File: src/rtl/lrsc_chk_pkg.sv
package lrsc_chk_pkg;
  localparam logic [6:0] OPC_LUI    = 7'b0110111;
  localparam logic [6:0] OPC_AUIPC  = 7'b0010111;
  localparam logic [6:0] OPC_JAL    = 7'b1101111;
  localparam logic [6:0] OPC_JALR   = 7'b1100111;
  localparam logic [6:0] OPC_BRANCH = 7'b1100011;
  localparam logic [6:0] OPC_LOAD   = 7'b0000011;
  localparam logic [6:0] OPC_STORE  = 7'b0100011;
  localparam logic [6:0] OPC_OPIMM  = 7'b0010011;
  localparam logic [6:0] OPC_OP     = 7'b0110011;
  localparam logic [6:0] OPC_MISC   = 7'b0001111;
  localparam logic [6:0] OPC_SYSTEM = 7'b1110011;
  localparam logic [6:0] OPC_AMO    = 7'b0101111;

  localparam logic [4:0] AMO_F5_LR  = 5'b00010;
  localparam logic [4:0] AMO_F5_SC  = 5'b00011;
  localparam logic [2:0] AMO_WORD   = 3'b010;

  localparam logic [6:0] F7_BASE    = 7'b0000000;
  localparam logic [6:0] F7_ALT     = 7'b0100000;

  typedef struct packed {
    logic is_lr;
    logic is_sc;
    logic forbidden;
    logic is_jal;
    logic is_branch;
  } insn_class_t;
endpackage

File: src/rtl/lrsc_region_tracker.sv
module lrsc_region_tracker
  import lrsc_chk_pkg::*;
#(
  parameter int MAX_INSNS = 16
) (
  input  logic        clk,
  input  logic        rst_n,
  input  logic        valid,
  input  insn_class_t cls,
  input  logic        ctl_bad,
  output logic        active,
  output logic        pulse
);
  localparam int CNT_W = $clog2(MAX_INSNS + 2);
  localparam logic [CNT_W-1:0] CNT_SAT = CNT_W'(MAX_INSNS + 1);
  localparam logic [CNT_W-1:0] CNT_MAX = CNT_W'(MAX_INSNS);

  logic [CNT_W-1:0] count, count_inc;
  logic             violated;
  logic             hit;

  assign count_inc = (count == CNT_SAT) ? CNT_SAT : count + 1'b1;
  assign hit = active && !cls.is_lr && !cls.is_sc &&
               (cls.forbidden || ctl_bad || (count_inc > CNT_MAX));

  always_ff @(posedge clk) begin
    if (!rst_n) begin
      active   <= 1'b0;
      violated <= 1'b0;
      count    <= '0;
      pulse    <= 1'b0;
    end else begin
      pulse <= 1'b0;
      if (valid) begin
        if (cls.is_lr) begin
          active   <= 1'b1;
          violated <= 1'b0;
          count    <= '0;
        end else if (cls.is_sc) begin
          if (active) begin
            active   <= 1'b0;
            violated <= 1'b0;
            count    <= '0;
          end
        end else if (active) begin
          count <= count_inc;
          if (hit && !violated) begin
            violated <= 1'b1;
            pulse    <= 1'b1;
          end
        end
      end
    end
  end

  a_r10_single_pulse: assert property (@(posedge clk) disable iff (!rst_n)
    pulse |=> !pulse);
  a_r11_pulse_in_region: assert property (@(posedge clk) disable iff (!rst_n)
    pulse |-> $past(active));
  a_r2_lr_opens: assert property (@(posedge clk) disable iff (!rst_n)
    (valid && cls.is_lr) |=> (active && !violated && !pulse));
  a_r3_sc_closes: assert property (@(posedge clk) disable iff (!rst_n)
    (valid && cls.is_sc && active) |=> (!active && !pulse));
  a_r11_idle_stable: assert property (@(posedge clk) disable iff (!rst_n)
    !valid |=> ($stable(active) && $stable(count) && !pulse));

  always_comb begin
    assert (count <= CNT_SAT) else $error("a_r9_count_bound: count past saturation");
  end
endmodule

File: config.mk
export PLATFORM = sky130hd
export DESIGN_NAME = lrsc_region_tracker
export DESIGN_NICKNAME = d
export VERILOG_FILES = /design/src/rtl/lrsc_chk_pkg.sv /design/src/rtl/lrsc_region_tracker.sv
export SDC_FILE = /design/constraint.sdc
export NUM_CORES = 1
export LEC_CHECK = 0
export BUFFER_PORTS_ARGS = -buffer_cell sky130_fd_sc_hd__buf_2
export CORE_AREA = 2 2 39 41
export DETAILED_ROUTE_END_ITERATION = 6
export DIE_AREA = 0 0 41 43
export PLACE_DENSITY = 0.55
export SETUP_SLACK_MARGIN = 0.15
export SLEW_MARGIN = 20
export SYNTH_ARGS = -nofsm -noshare
export SYNTH_HDL_FRONTEND = slang
export SYNTH_SLANG_ARGS = --single-unit
File: constraint.sdc
create_clock -name clk -period 1.24 [get_ports clk]
set_clock_uncertainty 0.05 [all_clocks]
set_input_delay 0.248 -clock clk [delete_from_list [all_inputs] [get_ports clk]]
set_output_delay 0.248 -clock clk [all_outputs]
set_load 0.05 [all_outputs]
# After elaboration in Yosys (flattened, before gate mapping)
# Cells that the tools add are included.
# W data, S select, Z words.
# word_totals
ff_bits,8
output_inout_bits,2
in_bits,9
# op_classes
bitwise,3
reduce_logical,16
mux,13
eq_ne,1
n_lt_le_gt_ge,1
add_sub_neg,1
# ops
operator,count
$mux W5,5
$mux W1,8
$add A5 B1 Y5 const B,1
$eq A5 B5 Y1 const B,1
$gt A5 B5 Y1 const B,1
$reduce_or A5 Y1,1
$logic_and A1 B1 Y1,4
$reduce_and A2 Y1,2
$reduce_bool A2 Y1,2
$logic_not A1 Y1,3
$not A1 Y1,3
$reduce_and A3 Y1,1
$reduce_bool A3 Y1,1
$logic_or A1 B1 Y1,2

# Longest topological paths before layout
# logic_depth
ltp_word,10
mapped_depth,6

# Least setup slack after synthesis
# OpenSTA, ideal clock, no wires.
# synth_timing
path_type,reg-to-reg
startpoint,register active
endpoint,register count[2]
setup_time_ps,122
arrival_ps,1300
slack_ps,-232
path_buffers,0
path_stages_with_launch,3
path_cell_list,dfxtp_1 > o21ai_0 > o311a_1
# synth_between
elab_chain_len,2
# synth_rtl
element,line_no,text
start: declaration,lrsc_region_tracker.sv:11,"output logic active,"
start signal: assignment,lrsc_region_tracker.sv:28,active <= 1'b0;
start signal: assignment,lrsc_region_tracker.sv:36,active <= 1'b1;
start signal: assignment,lrsc_region_tracker.sv:41,active <= 1'b0;
$reduce_bool A2 Y1 (no line),n/a,
$reduce_and A2 Y1 (no line),n/a,
end signal: assignment,lrsc_region_tracker.sv:46,count <= count_inc;
end: declaration,lrsc_region_tracker.sv:18,"logic [CNT_W-1:0] count, count_inc;"
# Every way passes these cells.
# A chain may end at the register's enable or synchronous reset.

# Final worst setup path
# layout_timing
startpoint,register count[1]
endpoint,register violated
# layout_between
elab_chain_len,8
word_cells_on_any_way,9
cone_classes,1 x add/sub; 1 x order compare; 1 x eq/ne; 1 x mux; 5 x reduce/logical
# layout_rtl
element,line_no,text
$add A5 B1 Y5 or $eq A5 B5 Y1 (tied branches),lrsc_region_tracker.sv:22,assign count_inc = (count == CNT_SAT) ? CNT_SAT : count + 1'b1;
$mux W5 *,lrsc_region_tracker.sv:22,
$gt A5 B5 Y1 *,lrsc_region_tracker.sv:24,(cls.forbidden || ctl_bad || (count_inc > CNT_MAX));
$logic_or A1 B1 Y1 *,lrsc_region_tracker.sv:24,
$logic_and A1 B1 Y1 *,lrsc_region_tracker.sv:23,assign hit = active && !cls.is_lr && !cls.is_sc &&
$logic_and A1 B1 Y1 *,lrsc_region_tracker.sv:47,if (hit && !violated) begin
$reduce_bool A3 Y1 (no line) *,n/a,
$reduce_and A3 Y1 (no line) *,n/a,
end signal: assignment,lrsc_region_tracker.sv:29,violated <= 1'b0;
end signal: assignment,lrsc_region_tracker.sv:37,violated <= 1'b0;
end signal: assignment,lrsc_region_tracker.sv:48,violated <= 1'b1;
end: declaration,lrsc_region_tracker.sv:19,logic violated;
# Mark *: on every way between the ends. The rest lies on a longest branch, timed or not.

==> results.sh <==
export IMPL_slowest_stage="dfxtp_4"
export IMPL_cts_root_buf="clkbuf_4"
export IMPL_n_antenna_cell=0
export IMPL_initial_core_util_pct=32.3
export IMPL_grt_usage_pct=13.3
export IMPL_first_iter_violations=14
export IMPL_postCtsSetupBuffers=0
export IMPL_place_ws_ps=-169
export IMPL_fin_cells=82
export IMPL_path_class="register to register"
export IMPL_die_area_um2=1760
export IMPL_yosysWarnings=0
export IMPL_fin_nets=78
export IMPL_holdCritPathClass="input pin to register"
export IMPL_synth_async_sr_flop_share_pct=0
export IMPL_critPathMaxFanout=3
export IMPL_dp_cells=78
export IMPL_max_freq_mhz=732
export IMPL_vias=402
export IMPL_setup_viol=4
export IMPL_grt_first_pass_wirelength_um=1520
export IMPL_coreArea_um2=1380
export IMPL_regArea_um2=171
export IMPL_vias_per_cell=4.90
export IMPL_cts_num_sinks=8
export IMPL_nFillCells=128
export IMPL_overflow=0
export IMPL_crit_required_ps=1340
export IMPL_min_period_ps=1370
export IMPL_final_max_slew_viol_count=0
export IMPL_crit_path_end_kind="register"
export IMPL_period_share_pct=110
export IMPL_finalWorstSetupSlack_ps=-126
export IMPL_synth_top_area_share_pct=35.9
export IMPL_p_leak_uw=0.000248
export IMPL_irDropWorstVdd_mv=0.451
export IMPL_die_w_um=41
export IMPL_synth_edf_count=0
export IMPL_path_cells="inv_2 -> ha_4 -> nor3b_2 -> nand4_1 -> o221ai_2 -> a21oi_1"
export IMPL_antenna_found_initial=0
export IMPL_relSlewSlack_pct=80.3
export IMPL_syn_num_nets=59
export IMPL_clock_latency_ps=270
export IMPL_status="finished, violations left"
export IMPL_reg2reg_from="count[1]$_SDFFE_PN0P_"
export IMPL_regToRegEndpoint="violated$_SDFFE_PN0P_"
export IMPL_grt_max_degree=9
export IMPL_path_clk_slew_ps=70
export IMPL_io_buffers=8
export IMPL_powerDensity_nw_per_um2=787
export IMPL_ys_ff_latch=8
export IMPL_violations="setup timing"
export IMPL_cp_top_family="flip-flops"
export IMPL_hold_violations=0
export IMPL_avgSynthCellArea_um2=9.31
export IMPL_clk_path_buf_depth=2
export IMPL_routedWlPerCell_um=12.0
export IMPL_drc=0
export IMPL_first_pass_iters=4
export IMPL_place_hpwl_um=644
export IMPL_synth_top_cells_by_count="dfxtp_1, nand2_1, nand3_1"
export IMPL_syn_cell_area_um2=447
export IMPL_worst_slew_pin_transition_ps=296
export IMPL_yosys_cell_types_count=22
export IMPL_slowest_delay_ps=360
export IMPL_synth_most_common_cell="dfxtp_1"
export IMPL_die_h_um=43
export IMPL_multi_input_area_um2=358
export IMPL_cts_hold_buf=0
export IMPL_synth_ff_type="dfxtp_1"
export IMPL_area_growth_pct=54.9
export IMPL_holdPathEnd="active$_SDFFE_PN0P_"
export IMPL_ys_seq_area_share_pct=35.9
export IMPL_drive_gt1_share_pct=59.1
export IMPL_r2r_slack_ps=-130
export IMPL_tns_ps=-272
export IMPL_critPathBufInv=1
export IMPL_numCtsBuffers=3
export IMPL_netlist_instances=48
export IMPL_place_congestion=0.707
export IMPL_grt_pass1_vias=337
export IMPL_grt_setup_unrepaired="yes"
export IMPL_start_kind="register"
export IMPL_antenna_left=0
export IMPL_synth_largest_area_cell="dfxtp_1"
export IMPL_worstPathArrival_ps=1470
export IMPL_htree_levels=1
export IMPL_routed_wl_um=987
export IMPL_hold_start="cls[3]"
export IMPL_ioPinCount=11
export IMPL_std_cell_rows=14
export IMPL_cts_tree="done"
export IMPL_yosys_top_cells_area="dfxtp_1, nand4bb_4, nand2_1"
export IMPL_holdPathStages=4
export IMPL_rr_worst_depth=6
export IMPL_maxCapViolCount=0
==> timing repair <==
item,CTS,global route
endpoints found under the setup margin,9,8
pin swaps,11,5
gates resized for setup,16,5
cloned,0,0
==> final cells by class <==
type | count | share of cell area [%]
Multi-Input combinational cell | 37 | 51.7
Sequential cell | 8 | 24.8
Tap cell | 16 | 2.89
Inverter | 3 | 1.63
Timing Repair Buffer | 14 | 15.2
Clock buffer | 4 | 3.80
==> tightest hold or removal path: cells and delay by family <==
kind	cells	cell delay [ps]
buf+inv	1	90
compound gates	1	60
simple gates	2	100
==> sequential cells by signal, indices dropped and copies added (netlist names) <==
register / count
active: 1
pulse: 1
violated: 1
count: 5
==> where the power goes <==
part / switching [µW] / total (µW) / internal, µW
logic: 30.5 / 56.6 / 26.1
registers: 4.77 / 260 / 256
clock network: 104 / 228 / 124
total: 139 / 544 / 405
==> cells by family after synthesis <==
group                    synth area share (%)
AO/OA/AOI/OAI                            16.0
buffers and inverters                    2.52
AND/OR/NAND/NOR                          34.2
adder cells (fa/ha/maj)                  5.60
flip-flops                               35.9
XOR/XNOR                                 5.88
==> per-layer routing <==
layer | wire length (µm) | up-vias | share of wire (%) | global-route usage, %
li1 | - | 209 | - | -
met1 | 435 | 173 | 44 | 17.9
met2 | 481 | 18 | 49 | 17.5
met3 | 53 | 2 | 5.4 | 3.14
met4 | 16 | 0 | 1.6 | 10.0
met5 | 0 | - | 0 | 0
==> worst max path at each step <==
stage                               start               endpoint  depth (start not counted)
global route        count[1]$_SDFFE_PN0P_  violated$_SDFFE_PN0P_                          6
global placement    count[1]$_SDFFE_PN0P_  violated$_SDFFE_PN0P_                          6
detailed placement  count[1]$_SDFFE_PN0P_  violated$_SDFFE_PN0P_                          6
floorplan           count[1]$_SDFFE_PN0P_  violated$_SDFFE_PN0P_                          6
finish              count[1]$_SDFFE_PN0P_  violated$_SDFFE_PN0P_                          6
CTS                 count[1]$_SDFFE_PN0P_  violated$_SDFFE_PN0P_                          6
==> placed cells by master (no fill, tap or decap) <==
| cell type | instances |
|---|---|
| nor2_2 | 1 |
| nor3b_2 | 2 |
| xnor2_1 | 1 |
| buf_4 | 5 |
| ha_4 | 2 |
| nand3_1 | 3 |
| dfxtp_1 | 5 |
| o311a_1 | 1 |
| nand3_2 | 2 |
| and2_1 | 1 |
| nand2_1 | 5 |
| o221ai_2 | 1 |
| nand4_1 | 1 |
| inv_2 | 1 |
| a22oi_2 | 1 |
| inv_1 | 2 |
| buf_6 | 2 |
| nor2b_1 | 3 |
| dfxtp_4 | 3 |
| nand2_2 | 2 |
| a21boi_0 | 1 |
| clkbuf_1 | 1 |
| or2_2 | 1 |
| clkbuf_4 | 3 |
| xnor2_2 | 2 |
| buf_8 | 1 |
| and4bb_4 | 1 |
| a21oi_1 | 1 |
| a22oi_1 | 1 |
| o21ai_0 | 1 |
| a32oi_2 | 1 |
| nand4bb_4 | 1 |
| buf_2 | 6 |
| o21ai_2 | 1 |
==> per-stage QoR <==
step | area, µm² | hold WS [ps] | util [%] | total power [µW]
after floorplan | 468 | 320 | - | 294
after global placement | 573 | 369 | 41.4 | 315
after detailed placement | 573 | 371 | 41.4 | 315
after CTS | 669 | 212 | 48.4 | 544
after global routing | 692 | 234 | 50.0 | 576
final | 692 | 222 | 50.0 | 544
No activity file was read; power rests on OpenSTA's default activity.
